### src/rtl/prio_irq_pkg.sv
package prio_irq_pkg;
  localparam int BUS_W = 8;

  typedef enum logic [1:0] {
    SEQ_IDLE = 2'd0,
    SEQ_BASE = 2'd1,
    SEQ_CASC = 2'd2,
    SEQ_MODE = 2'd3
  } seq_state_e;

  // command-port opcode fields
  localparam int          BIT_START   = 4;
  localparam int          BIT_SELCMD  = 3;
  localparam logic [2:0]  EOI_PREFIX  = 3'b011;
  localparam logic [1:0]  SEL_REQ     = 2'b10;
  localparam logic [1:0]  SEL_SVC     = 2'b11;
endpackage

### src/rtl/prio_irq_cfg.sv
module prio_irq_cfg
  import prio_irq_pkg::*;
#(
  parameter int NUM_IRQ = 8,
  localparam int IDX_W = $clog2(NUM_IRQ)
) (
  input  logic               clk,
  input  logic               rst_n,
  input  logic               wr_cmd,
  input  logic               wr_data,
  input  logic [BUS_W-1:0]   wdata,
  output logic [NUM_IRQ-1:0] imr,
  output logic [BUS_W-1:0]   vec_base,
  output logic [BUS_W-1:0]   casc_cfg,
  output logic               aeoi,
  output logic               sel_svc,
  output logic               init_clr,
  output logic               eoi_req,
  output logic [IDX_W-1:0]   eoi_idx,
  output logic               seq_busy
);
  seq_state_e st_q;
  logic       want_mode_q;
  logic       no_casc_q;
  logic       cmd_start;
  logic       cmd_select;

  assign cmd_start  = wr_cmd & wdata[BIT_START];
  assign cmd_select = wr_cmd & ~wdata[BIT_START] & wdata[BIT_SELCMD];
  assign eoi_req    = wr_cmd & ~wdata[BIT_START] & ~wdata[BIT_SELCMD] &
                      (wdata[7:5] == EOI_PREFIX);
  assign eoi_idx    = wdata[IDX_W-1:0];
  assign init_clr   = cmd_start;
  assign seq_busy   = (st_q != SEQ_IDLE);

  always_ff @(posedge clk or negedge rst_n) begin
    if (!rst_n) begin
      st_q        <= SEQ_IDLE;
      want_mode_q <= 1'b0;
      no_casc_q   <= 1'b0;
      imr         <= '1;
      vec_base    <= '0;
      casc_cfg    <= '0;
      aeoi        <= 1'b0;
      sel_svc     <= 1'b0;
    end else if (cmd_start) begin
      st_q        <= SEQ_BASE;
      want_mode_q <= wdata[0];
      no_casc_q   <= wdata[1];
      imr         <= '1;
      aeoi        <= 1'b0;
      sel_svc     <= 1'b0;
    end else if (cmd_select) begin
      if (wdata[1:0] == SEL_REQ) sel_svc <= 1'b0;
      else if (wdata[1:0] == SEL_SVC) sel_svc <= 1'b1;
    end else if (wr_data) begin
      unique case (st_q)
        SEQ_IDLE: imr <= wdata[NUM_IRQ-1:0];
        SEQ_BASE: begin
          vec_base <= wdata;
          if (!no_casc_q)      st_q <= SEQ_CASC;
          else if (want_mode_q) st_q <= SEQ_MODE;
          else                 st_q <= SEQ_IDLE;
        end
        SEQ_CASC: begin
          casc_cfg <= wdata;
          st_q     <= want_mode_q ? SEQ_MODE : SEQ_IDLE;
        end
        SEQ_MODE: begin
          aeoi <= wdata[1];
          st_q <= SEQ_IDLE;
        end
        default: st_q <= SEQ_IDLE;
      endcase
    end
  end
endmodule

### src/rtl/prio_irq_resolve.sv
module prio_irq_resolve #(
  parameter int NUM_IRQ = 8,
  localparam int IDX_W = $clog2(NUM_IRQ)
) (
  input  logic [NUM_IRQ-1:0] irr,
  input  logic [NUM_IRQ-1:0] imr,
  input  logic [NUM_IRQ-1:0] isr,
  output logic               win_valid,
  output logic [IDX_W-1:0]   win_idx
);
  logic [NUM_IRQ-1:0] pend;
  logic [NUM_IRQ-1:0] blocked;
  logic [NUM_IRQ-1:0] eligible;

  assign pend = irr & ~imr;

  // an input is blocked by any in-service bit of equal or higher rank
  for (genvar n = 0; n < NUM_IRQ; n++) begin : g_rank
    if (n == 0) begin : g_first
      assign blocked[n] = isr[0];
    end else begin : g_rest
      assign blocked[n] = isr[n] | blocked[n-1];
    end
    assign eligible[n] = pend[n] & ~blocked[n];
  end

  always_comb begin
    win_valid = 1'b0;
    win_idx   = '0;
    for (int k = NUM_IRQ - 1; k >= 0; k--) begin
      if (eligible[k]) begin
        win_valid = 1'b1;
        win_idx   = IDX_W'(k);
      end
    end
  end
endmodule

### src/rtl/prio_irq_track.sv
module prio_irq_track #(
  parameter int NUM_IRQ = 8,
  localparam int IDX_W = $clog2(NUM_IRQ)
) (
  input  logic               clk,
  input  logic               rst_n,
  input  logic [NUM_IRQ-1:0] irq_in,
  input  logic               take,
  input  logic [IDX_W-1:0]   take_idx,
  input  logic               aeoi,
  input  logic               eoi_req,
  input  logic [IDX_W-1:0]   eoi_idx,
  input  logic               init_clr,
  output logic [NUM_IRQ-1:0] irr,
  output logic [NUM_IRQ-1:0] isr
);
  logic [NUM_IRQ-1:0] grant;
  logic [NUM_IRQ-1:0] retire;

  assign grant  = take    ? (NUM_IRQ'(1) << take_idx) : '0;
  assign retire = eoi_req ? (NUM_IRQ'(1) << eoi_idx)  : '0;

  always_ff @(posedge clk or negedge rst_n) begin
    if (!rst_n) begin
      irr <= '0;
      isr <= '0;
    end else begin
      irr <= irq_in & ~grant;
      if (init_clr) isr <= '0;
      else          isr <= (isr & ~retire) | (aeoi ? '0 : grant);
    end
  end
endmodule

### src/rtl/prio_irq_ctrl.sv
module prio_irq_ctrl
  import prio_irq_pkg::*;
#(
  parameter int NUM_IRQ = 8
) (
  input  logic               clk,
  input  logic               rst_n,
  input  logic               cs,
  input  logic               rd,
  input  logic               wr,
  input  logic               a0,
  input  logic [BUS_W-1:0]   din,
  output logic [BUS_W-1:0]   dout,
  input  logic [NUM_IRQ-1:0] irq_in,
  output logic               int_out,
  input  logic               inta,
  output logic [BUS_W-1:0]   casc_cfg
);
  localparam int IDX_W = $clog2(NUM_IRQ);

  logic               wr_cmd, wr_data, rd_any;
  logic [NUM_IRQ-1:0] imr_q, irr_q, isr_q;
  logic [BUS_W-1:0]   vec_base;
  logic               aeoi, sel_svc, init_clr, eoi_req, seq_busy;
  logic [IDX_W-1:0]   eoi_idx, win_idx;
  logic               win_valid;
  logic [BUS_W-1:0]   vector, rd_val;

  assign wr_cmd  = cs & wr & ~a0;
  assign wr_data = cs & wr &  a0;
  assign rd_any  = cs & rd;

  prio_irq_cfg #(.NUM_IRQ(NUM_IRQ)) u_cfg (
    .clk(clk), .rst_n(rst_n), .wr_cmd(wr_cmd), .wr_data(wr_data), .wdata(din),
    .imr(imr_q), .vec_base(vec_base), .casc_cfg(casc_cfg), .aeoi(aeoi),
    .sel_svc(sel_svc), .init_clr(init_clr), .eoi_req(eoi_req),
    .eoi_idx(eoi_idx), .seq_busy(seq_busy)
  );

  prio_irq_resolve #(.NUM_IRQ(NUM_IRQ)) u_res (
    .irr(irr_q), .imr(imr_q), .isr(isr_q),
    .win_valid(win_valid), .win_idx(win_idx)
  );

  prio_irq_track #(.NUM_IRQ(NUM_IRQ)) u_trk (
    .clk(clk), .rst_n(rst_n), .irq_in(irq_in),
    .take(inta & win_valid), .take_idx(win_idx), .aeoi(aeoi),
    .eoi_req(eoi_req), .eoi_idx(eoi_idx), .init_clr(init_clr),
    .irr(irr_q), .isr(isr_q)
  );

  assign int_out = win_valid;
  assign vector  = vec_base + (win_valid ? BUS_W'(win_idx) : BUS_W'(NUM_IRQ - 1));

  always_comb begin
    if (a0)           rd_val = BUS_W'(imr_q);
    else if (sel_svc) rd_val = BUS_W'(isr_q);
    else              rd_val = BUS_W'(irr_q);
  end

  assign dout = inta ? vector : (rd_any ? rd_val : '0);
endmodule

### config.mk
export PLATFORM = sky130hd
export DESIGN_NAME = prio_irq_ctrl
export DESIGN_NICKNAME = d
export VERILOG_FILES = /design/src/rtl/prio_irq_pkg.sv /design/src/rtl/prio_irq_cfg.sv /design/src/rtl/prio_irq_resolve.sv /design/src/rtl/prio_irq_track.sv /design/src/rtl/prio_irq_ctrl.sv
export SDC_FILE = /design/constraint.sdc
export NUM_CORES = 1
export LEC_CHECK = 0
export ABC_AREA = 1
export BUFFER_PORTS_ARGS = -buffer_cell sky130_fd_sc_hd__buf_4
export CAP_MARGIN = 20
export CORE_MARGIN = 2
export CORE_UTILIZATION = 35
export DETAILED_ROUTE_END_ITERATION = 16
export SKIP_CTS_REPAIR_TIMING = 1
export SYNTH_ARGS = -nofsm -noshare
export SYNTH_HDL_FRONTEND = slang
export SYNTH_SLANG_ARGS = --single-unit
export TNS_END_PERCENT = 5
### constraint.sdc
create_clock -name clk -period 4.15 [get_ports clk]
set_clock_uncertainty 0.1 [all_clocks]
set_input_delay 0.2075 -clock clk [delete_from_list [all_inputs] [get_ports clk]]
set_output_delay 0.2075 -clock clk [all_outputs]
set_load 0.1 [all_outputs]
**Yosys cells after proc, flatten, opt, wreduce, memory -nomap -nowiden**

Cells that the tools add are included.

- Bits in registers: 46
- Input bits: 23
- Logic and storage cells: 121

- Bitwise gates (word level): 45
- Shift-type cells: 2
- Mux-type cells: 43
- Eq/ne operators: 7
- $add $sub $neg: 1
- Reductions and logical operators: 13

Operators by type and width:

| cell | count |
|---|---|
| $mux W8 | 12 |
| $mux W3 | 9 |
| $and A8 B8 Y8 | 3 |
| $not A8 Y8 | 3 |
| $and A1 B1 Y1 | 18 |
| $mux W1 | 16 |
| $shl A1 B3 Y8 const A | 2 |
| $not A1 Y1 | 13 |
| $mux W2 | 5 |
| $reduce_and A3 Y1 | 3 |
| $add A8 B3 Y8 | 1 |
| $eq A2 B2 Y1 const B | 4 |
| $or A8 B8 Y8 | 1 |
| $reduce_and A4 Y1 | 2 |
| $reduce_bool A2 Y1 | 4 |
| $or A1 B1 Y1 | 7 |
| $pmux W2 S3 | 1 |
| $reduce_bool A4 Y1 | 1 |
| $eq A3 B2 Y1 const B | 1 |
| $reduce_bool A3 Y1 | 1 |
| $eq A2 B1 Y1 const B | 1 |
| $logic_not A2 Y1 | 1 |
| $ne A2 B2 Y1 const B | 1 |
| $reduce_and A2 Y1 | 1 |

**Depth between registers and ports, before layout**

Gate-level depths: netlist of run 1.

- Depth after elaboration: 22
- Mapped depth: 20
- Gate-level depth less buffers: 20

**By module**

A second synthesis of run 1 with hierarchy kept.

- Cells, all modules: 404
- Area, all modules: 2,852.7 µm²

Modules (own cells, without submodules):

| module | instances | area an instance (µm²) | cells an instance | sequential area each (µm²) |
|---|---|---|---|---|
| prio_irq_cfg | 1 | 1,348.8 | 161 | 760.7 |
| prio_irq_track | 1 | 709.4 | 81 | 400.4 |
| prio_irq_ctrl | 1 | 565.5 | 117 | 0.0 |
| prio_irq_resolve | 1 | 229.0 | 45 | 0.0 |

**Worst setup path after synthesis of run 1**

Ideal clock, no wire load.

- Path kind: reg-to-output
- Start: reg u_trk.isr[0]
- End: out dout[6]
- Buffers on the path: 0
- Arrival: 4.995 ns
- Setup slack: -1.152 ns
- Stages on the path, launching flop included: 17
- Required time: 3.843 ns
- Cell sequence: dfrtp_1 -> nor2_2 -> nand4_1 -> nor2_2 -> nand2_1 -> and3_4 -> nand2_1 -> nand2_1 -> ha_1 -> fa_1 -> nand2_1 -> a21boi_0 -> nand2_1 -> nor2_1 -> nand2_1 -> nand2_1 -> o21ai_0

- Longest elaborated chain between the ends: 20

RTL lines:

| element | RTL line | source |
|---|---|---|
| start: declaration | prio_irq_track.sv:15 | `output logic [NUM_IRQ-1:0] isr` |
| start signal: assignment | prio_irq_track.sv:30 | `else isr <= (isr & ~retire) \| (aeoi ? '0 : grant);` |
| $or A1 B1 Y1 (7 in series) | prio_irq_resolve.sv:22 | `assign blocked[n] = isr[n] \| blocked[n-1];` |
| $not A1 Y1 | prio_irq_resolve.sv:24 | `assign eligible[n] = pend[n] & ~blocked[n];` |
| $and A1 B1 Y1 | prio_irq_resolve.sv:24 |  |
| $mux W1 (7 in series) | prio_irq_resolve.sv:31 | `if (eligible[k]) begin` |
| $mux W1 * | prio_irq_resolve.sv:31 |  |
| via int_out | prio_irq_ctrl.sv:15 | `output logic int_out,` |
| $mux W3 * | prio_irq_ctrl.sv:53 | `assign vector = vec_base + (win_valid ? BUS_W'(win_idx) : BUS_W'(NUM_IRQ - 1));` |
| $add A8 B3 Y8 * | prio_irq_ctrl.sv:53 |  |
| $mux W8 * | prio_irq_ctrl.sv:61 | `assign dout = inta ? vector : (rd_any ? rd_val : '0);` |
| end: declaration | prio_irq_ctrl.sv:13 | `output logic [BUS_W-1:0] dout,` |

Mark *: on every way through the listed nets, which the timed path passes. The rest lies on a longest branch.

**Worst setup path in the final report of run 1**

- Start: reg u_trk.isr[0]
- End: out dout[6]

- Longest elaborated chain between the ends: 20

RTL lines:

| element | RTL line |
|---|---|
| $or A1 B1 Y1 (7 in series) | prio_irq_resolve.sv:22 |
| $not A1 Y1 | prio_irq_resolve.sv:24 |
| $and A1 B1 Y1 | prio_irq_resolve.sv:24 |
| $mux W3 / $mux W1 (equally long branches) (8 in series) | prio_irq_resolve.sv:31 |
| $mux W3 * | prio_irq_ctrl.sv:53 |
| $add A8 B3 Y8 * | prio_irq_ctrl.sv:53 |
| $mux W8 * | prio_irq_ctrl.sv:61 |

Every way passes the cells marked *; elsewhere a longest branch is shown, timed or not.

==> summary.md, run 1 <==
| Metric | Value |
|---|---|
| Final WL | `6800 microns` |
| Dpl hpwl | `5130 microns` |
| Ys Warns | `0` |
| I/O pins | `40` |
| Cells on worst reg2reg path | `11` |
| RSZ-0062 raised after global routing | `false` |
| GR Overflow Total | `0` |
| CTS tree | `yes` |
| Nets | `398` |
| CTS Buf Count | `5` |
| Max Freq | `280 MHz` |
| Number of global-route vias before repair | `2240` |
| Fillers | `765` |
| Worst setup EP type | `primary output` |
| Worst Path Required | `3.84 ns` |
| Vias post-DR | `2364` |
| H-tree depth | `2` |
| Max-cap violations | `0` |
| DIE HEIGHT | `89.4 microns` |
| Starting Density | `35.6%` |
| First-pass GRT wire length | `10900 microns` |
| Min-delay src | `irq_in[1]` |
| Area after DPL | `2940 sq um` |
| # DRC | `0` |
| Design area | `3100 sq um` |
| Hold crit path type | `input pin to flip-flop` |
| Placed insts | `458` |
| Std-Cell Core Area | `7180 sq um` |
| Mapped Cells | `327` |
| Routed Antenna Nets | `0` |
| Non-Filler Instances | `471` |
| Antenna fix cells | `0` |
| CTS root buf | `clkbuf_8` |
| Port-buffer cells | `39` |
| Via-to-Cell Ratio | `5.02` |
| Worst-Margin Slew | `1.03 ns` |
| DRT Pass-1 Iters | `4` |
| Register bit total from synthesis | `46` |
| Fin crit share | `86.2%` |
| Final setup fails | `0` |
| Mapped Area | `2550 sq um` |
| Row count | `31` |
| Worst Path Max Fanout | `8` |
| Failing checks | `negative hold slack` |
| Hold Slack | `-0.0104 ns` |
| Average cell area after synthesis | `7.81 sq um` |
| Relative slew margins | `30.9%` |
| R2R setup slack | `2.19 ns` |
| Hold path depth | `3` |
| Status | `finished with violations` |
| Worst Path Arrival | `3.27 ns` |
| All-layer global routing usage | `18.3%` |
| Synth cell types | `32` |
| CP cell instances | `nor2_2 -> nand2_1 -> nor2_2 -> nand4_2 -> nand2_1 -> nand2_1 -> nand2_1 -> nand2_2 -> nand2_2 -> nand2_1 -> ha_1 -> fa_1 -> nand2_1 -> a21boi_0 -> nand2_1 -> nor2_1 -> nand2_1 -> nand2_1 -> o21ai_2 -> buf_4` |
| Mean routed wirelength per cell | `14.4 microns` |
| Fin crit period | `3.58 ns` |
| Crit-path slowest cell | `dfrtp_1` |
| Setup CP Type | `flip-flop to primary output` |
| R2R Path Start | `u_trk.isr[0]$_DFF_PN0_` |
| Seq/Total Area, Yosys | `45.5%` |
| Placer Congestion | `0.901` |
| Die span in x | `89.4 microns` |
| Final-report hold violation count | `1` |
| Initial antenna violation count | `0` |
| Largest net degree at the start of global routing | `47` |
| Most used cell, CP | `nand2_1` |
| Clock sink count | `46` |
| FF-to-FF End | `u_trk.isr[5]$_DFF_PN0_` |
| Clock transition at path regs | `0.08 ns` |
| Worst-skew pair later-pin latency | `0.30 ns` |
| Die area | `8000 sq um` |
| Share of layout cells above drive strength 1 | `19.9%` |
| Longest individual stage delay on the worst path | `0.42 ns` |
| Post-Syn Nets | `354` |
| Synth-to-layout area growth | `21.5%` |
| Slew Limit Fails | `0` |
| Core Util, Final | `43.2%` |
| Starting DRC count in detailed routing | `148` |
| Longest Clk Path Bufs | `2` |
| Worst Hold End | `u_trk.irr[1]$_DFF_PN0_` |
| Crit start category | `flip-flop` |
critical path: cells and delay by family, from the launching register on:
kind | cells | cell delay, ns
AO/OA/AOI/OAI | 2 | 0.21
adder cells (fa/ha/maj) | 2 | 0.65
buffers and inverters | 1 | 0.29
flip-flops | 1 | 0.42
AND/OR/NAND/NOR | 15 | 1.41
cells by family (layout without fill, tap and decap cells):
kind of cell / count (synthesis) / after routing / synth area share, %
and+or+nand+nor: 127 / 127 / 23.2
AOI/OAI and AO/OA: 94 / 94 / 20.6
buffers and inverters: 56 / 101 / 8.48
DFF: 46 / 46 / 45.5
adders and majority gates: 4 / 4 / 2.25
final cells by class:
class / instances / area (sq um) / area share (%)
Multi-Input combinational cell: 225 / 1180 / 38.0
Sequential cell: 46 / 1160 / 37.4
Timing Repair Buffer: 44 / 343 / 11.1
Inverter: 49 / 184 / 5.93
Tap cell: 99 / 124 / 3.99
Clock buffer: 6 / 72.6 / 2.34
Clock inverter: 2 / 37.5 / 1.21
state kept, by name, summed over array words and instances (netlist names), 2 cells and up:
signal,count
u_cfg.imr,8
u_trk.irr,8
u_cfg.casc_cfg,8
u_cfg.vec_base,8
u_trk.isr,8
u_cfg.st_q,2
cells in the mapped netlist:
library cell | number | share of area (%)
o21ai_0 | 44 | 8.6
o31ai_1 | 2 | 0.59
nor2_4 | 2 | 0.88
nand3b_1 | 1 | 0.29
dfstp_2 | 8 | 8.2
nand2_1 | 61 | 9.0
nand4_2 | 1 | 0.49
ha_1 | 3 | 1.5
a221oi_1 | 1 | 0.34
o41ai_1 | 6 | 2.1
a21o_1 | 1 | 0.29
nand3_1 | 8 | 1.6
nor2_2 | 3 | 0.74
nand4_1 | 10 | 2.4
o21ai_4 | 1 | 0.64
nor3_1 | 4 | 0.78
buf_2 | 2 | 0.39
inv_2 | 4 | 0.59
a21oi_1 | 33 | 6.5
and3_4 | 1 | 0.44
buf_4 | 1 | 0.29
dfrtp_1 | 38 | 37
nor3_2 | 3 | 1.2
a21boi_0 | 1 | 0.29
inv_1 | 45 | 6.6
fa_1 | 1 | 0.78
nand2_2 | 3 | 0.74
nor2_1 | 29 | 4.3
clkbuf_1 | 4 | 0.59
o21a_1 | 2 | 0.59
o22ai_1 | 3 | 0.74
nand3_2 | 1 | 0.39
per-layer routing:
layer | vias to the layer above | GRT usage, % | share of wire (%)
li1 | 1182 | - | -
met1 | 1113 | 25.2 | 48
met2 | 57 | 28.6 | 46
met3 | 12 | 3.14 | 3.9
met4 | 0 | 7.19 | 2.5
met5 | - | 0 | 0
worst max-delay path by stage:
| stage | start | endpoint | slack, ns | depth (start not counted) |
|---|---|---|---|---|
| 2_1_floorplan | u_trk.isr[0]$_DFF_PN0_ | dout[7] | -0.35 | 14 |
| 3_3_place_gp | u_trk.isr[0]$_DFF_PN0_ | dout[6] | 1.02 | 20 |
| 3_5_place_dp | u_trk.isr[0]$_DFF_PN0_ | dout[6] | 0.91 | 20 |
| 4_1_cts | u_trk.isr[0]$_DFF_PN0_ | dout[6] | 0.57 | 20 |
| 5_1_grt | u_trk.isr[0]$_DFF_PN0_ | dout[6] | 0.24 | 20 |
| 6_report | u_trk.isr[0]$_DFF_PN0_ | dout[6] | 0.57 | 20 |
metrics by stage:
stage               setup WS [ns]  setup TNS, ns
finish                      0.574              0
global route                0.238              0
CTS                         0.568              0
detailed placement          0.914              0
global placement             1.02              0
floorplan                  -0.348          -1.03
cells in the final DEF, fill, tap and decap left out, types with 2 or more instances in the layout:
cell type and n:
o21a_1 2, nor2_4 2, inv_1 45, inv_2 4, o21ai_1 5, o22ai_1 3
clkbuf_8 5, ha_1 3, nand2_1 61, nor3_1 4, nand4_1 10, nand2_2 3
nor2_2 3, dfrtp_1 38, nor3_2 3, a21oi_1 33, buf_4 39, o21ai_0 38
o31ai_1 2, nor2_1 29, dlygate4sd3_1 5, dfstp_2 8, o41ai_1 6, nand3_1 8
Power of run 1 is not shown: default switching activity piles up to over one toggle a cycle in this logic, so the estimate is an artifact.
==> run 2: changes to the inputs <==
==> constraint.sdc (replaced) <==
create_clock -name clk -period 3.6 [get_ports clk]
set_clock_uncertainty 0.1 [all_clocks]
set_input_delay 0.18 -clock clk [delete_from_list [all_inputs] [get_ports clk]]
set_output_delay 0.18 -clock clk [all_outputs]
set_load 0.1 [all_outputs]
==> run 2 against run 1 <==
Against the previous run: the flow still finishes with violations (negative hold slack); routed wire length decreased by 0.66%; cell count increased by 1.3%; critical path type unchanged; final area increased by 4.4%; count of clock-buffer cells in the layout unchanged; critical path depth unchanged; worst hold slack got worse by 0.022 ns; via count about the same; highest routed layer unchanged; critical endpoint unchanged; die area unchanged; register-to-register slack got worse by 0.58 ns; first-iteration DRC count increased by 19%.
==> summary.md, run 2 (synthesis gave the netlist of run 1 again) <==
| Metric | Value |
|---|---|
| Worst-Margin Slew | `0.840 ns (-0.192 ns)` |
| Most frequent cells in the layout | `59 x nand2_1, 45 x inv_1, 41 x buf_4` |
| Vias post-DR | `2365 (+0.042%)` |
| DRT Pass-1 Iters | `4 (unchanged)` |
| CTS tree | `yes` |
| Die span in x | `89.4 microns (unchanged)` |
| Cells on worst reg2reg path | `15 (+4)` |
| Clock sink count | `46 (unchanged)` |
| Multi-input gate area | `1250 sq um (+5.7%)` |
| Routed Antenna Nets | `0 (unchanged)` |
| Worst Hold End | `u_trk.irr[1]$_DFF_PN0_` |
| Share of layout cells above drive strength 1 | `23.0% (+3.1 points)` |
| Placer Congestion | `0.911 (+1.1%)` |
| Mean routed wirelength per cell | `14.2 microns (-1.9%)` |
| Dpl hpwl | `5110 microns (-0.36%)` |
| FF-to-FF End | `u_trk.irr[3]$_DFF_PN0_` |
| Max Freq | `299 MHz` |
| Most used cell, CP | `nand2_1` |
| First-pass GRT wire length | `11000 microns (+0.13%)` |
| Worst Path Required | `3.32 ns (-0.52 ns)` |
| R2R Path Start | `u_trk.isr[0]$_DFF_PN0_` |
| Antenna fix cells | `0 (unchanged)` |
| Initial antenna violation count | `0 (unchanged)` |
| Synth-to-layout area growth | `26.8%` |
| Longest Clk Path Bufs | `2 (unchanged)` |
| Final-report hold violation count | `2 (+1)` |
| # DRC | `0 (unchanged)` |
| Worst Path Max Fanout | `5 (-3)` |
| I/O pins | `40 (unchanged)` |
| Port-buffer cells | `39 (unchanged)` |
| Failing checks | `negative hold slack` |
| Nets | `404 (+1.5%)` |
| R2R setup slack | `1.61 ns (-0.58 ns)` |
| Fillers | `733 (-4.2%)` |
| Setup CP Type | `flip-flop to primary output` |
| Longest individual stage delay on the worst path | `0.45 ns (+0.03 ns)` |
| Hold path depth | `3 (unchanged)` |
| Seq. cell area | `1160 sq um (+0.11%)` |
| Worst setup EP type | `primary output` |
| Largest net degree at the start of global routing | `47 (unchanged)` |
| Status | `finished with violations` |
| Relative slew margins | `43.7% (+13 points)` |
| CTS root buf | `clkbuf_8` |
| Die area | `8000 sq um (unchanged)` |
| Starting Density | `35.6% (unchanged)` |
| Leading cell type in the layout, fill and taps excluded | `nand2_1` |
| Crit start category | `flip-flop` |
| CP cell instances | `nor2_4 -> nand2_1 -> nor2_2 -> nand4_2 -> nand2_1 -> nand2_1 -> nand2_1 -> nand2_2 -> nand2_4 -> nand2_1 -> ha_1 -> fa_1 -> nand2_2 -> a21boi_1 -> nand2_1 -> nor2_1 -> nand2_1 -> nand2_1 -> o21ai_4 -> buf_12` |
| Hold crit path type | `input pin to flip-flop` |
| CTS Buf Count | `5 (unchanged)` |
| All-layer global routing usage | `18.3% (+0.091 points)` |
| H-tree depth | `2 (unchanged)` |
| Fin crit period | `3.35 ns` |
| Number of global-route vias before repair | `2210 (-1.3%)` |
| Max-cap violations | `0 (unchanged)` |
| Worst-skew pair later-pin latency | `0.30 ns (about the same)` |
| Std-Cell Core Area | `7180 sq um (unchanged)` |
| Worst Path Arrival | `3.07 ns (-0.20 ns)` |
| Non-Filler Instances | `477 (+1.3%)` |
| Clock transition at path regs | `0.09 ns (about the same)` |
| Starting DRC count in detailed routing | `176 (+19%)` |
| Final WL | `6760 microns (-0.66%)` |
| Crit-path slowest cell | `dfrtp_2` |
| Hold Slack | `-0.0324 ns (-0.0220 ns)` |
| GR Overflow Total | `0 (unchanged)` |
| Fin crit share | `93.0%` |
| Min-delay src | `irq_in[1]` |
| Row count | `31 (unchanged)` |
| Slew Limit Fails | `0 (unchanged)` |
| Final setup fails | `0 (unchanged)` |
| DIE HEIGHT | `89.4 microns (unchanged)` |
| RSZ-0062 raised after global routing | `true` |
| Via-to-Cell Ratio | `4.96 (-1.2%)` |
| Placed insts | `459 (+0.22%)` |
==> run 2: cell count changes in the layout (fill, tap and decap cells not counted), moves of 2 or more <==
cell / delta
o21ai_4: +3
buf_4: +2
o21ai_2: +2
nand2_1: -2
o21ai_1: -4
dlygate4sd3_1: +2
==> run 2: final cells by class <==
type | instances | share of cell area [%]
tap | 99 | 3.83
inverter | 49 | 5.68
clock inverter | 2 | 1.16
clock buffer | 6 | 2.24
multi-input combinational | 225 | 38.5
sequential | 46 | 35.9
timing repair buffer | 50 | 12.6
==> run 2: worst max-delay path by stage <==
| stage | cells past startpoint | from | end |
|---|---|---|---|
| after global routing | 17 | u_trk.isr[0]$_DFF_PN0_ | dout[7] |
| after detailed placement | 17 | u_trk.isr[0]$_DFF_PN0_ | dout[7] |
| after global placement | 17 | u_trk.isr[0]$_DFF_PN0_ | dout[7] |
| final | 20 | u_trk.isr[0]$_DFF_PN0_ | dout[6] |
| after floorplan | 14 | u_trk.isr[0]$_DFF_PN0_ | dout[7] |
| after CTS | 17 | u_trk.isr[0]$_DFF_PN0_ | dout[7] |
==> run 2: critical path: cells and delay by family (launching register included) <==
kind                       cells  cell delay [ns]
and+or+nand+nor               15             1.24
adders and majority gates      2             0.66
DFF                            1             0.45
AOI/OAI and AO/OA              2             0.22
buffers and inverters          1             0.19
==> run 2: stage by stage <==
| step | setup WS [ns] | utilization, % | cell area [sq um] | hold slack (ns) | TNS (ns) |
|---|---|---|---|---|---|
| finish | 0.252 | 45.1 | 3240 | -0.0324 | 0 |
| global route | -0.00965 | 45.1 | 3240 | 0.00788 | -0.00965 |
| CTS | -0.00827 | 43.2 | 3100 | -0.206 | -0.00827 |
| detailed placement | 0.331 | 41.7 | 2990 | 0.129 | 0 |
| global placement | 0.421 | 41.7 | 2990 | 0.128 | 0 |
| floorplan | 0.131 | - | 2600 | -0.216 | 0 |
==> run 2: per-layer routing <==
| layer | wire [microns] | global-route usage [%] | part of all wire [%] | vias up |
|---|---|---|---|---|
| met5 | 0 | 0 | 0 | - |
| met4 | 145 | 8.14 | 2.1 | 0 |
| met3 | 201 | 2.77 | 3.0 | 8 |
| met2 | 3230 | 28.3 | 48 | 41 |
| met1 | 3180 | 25.5 | 47 | 1125 |
| li1 | - | - | - | 1191 |
Power of run 2 is left out for the same reason.
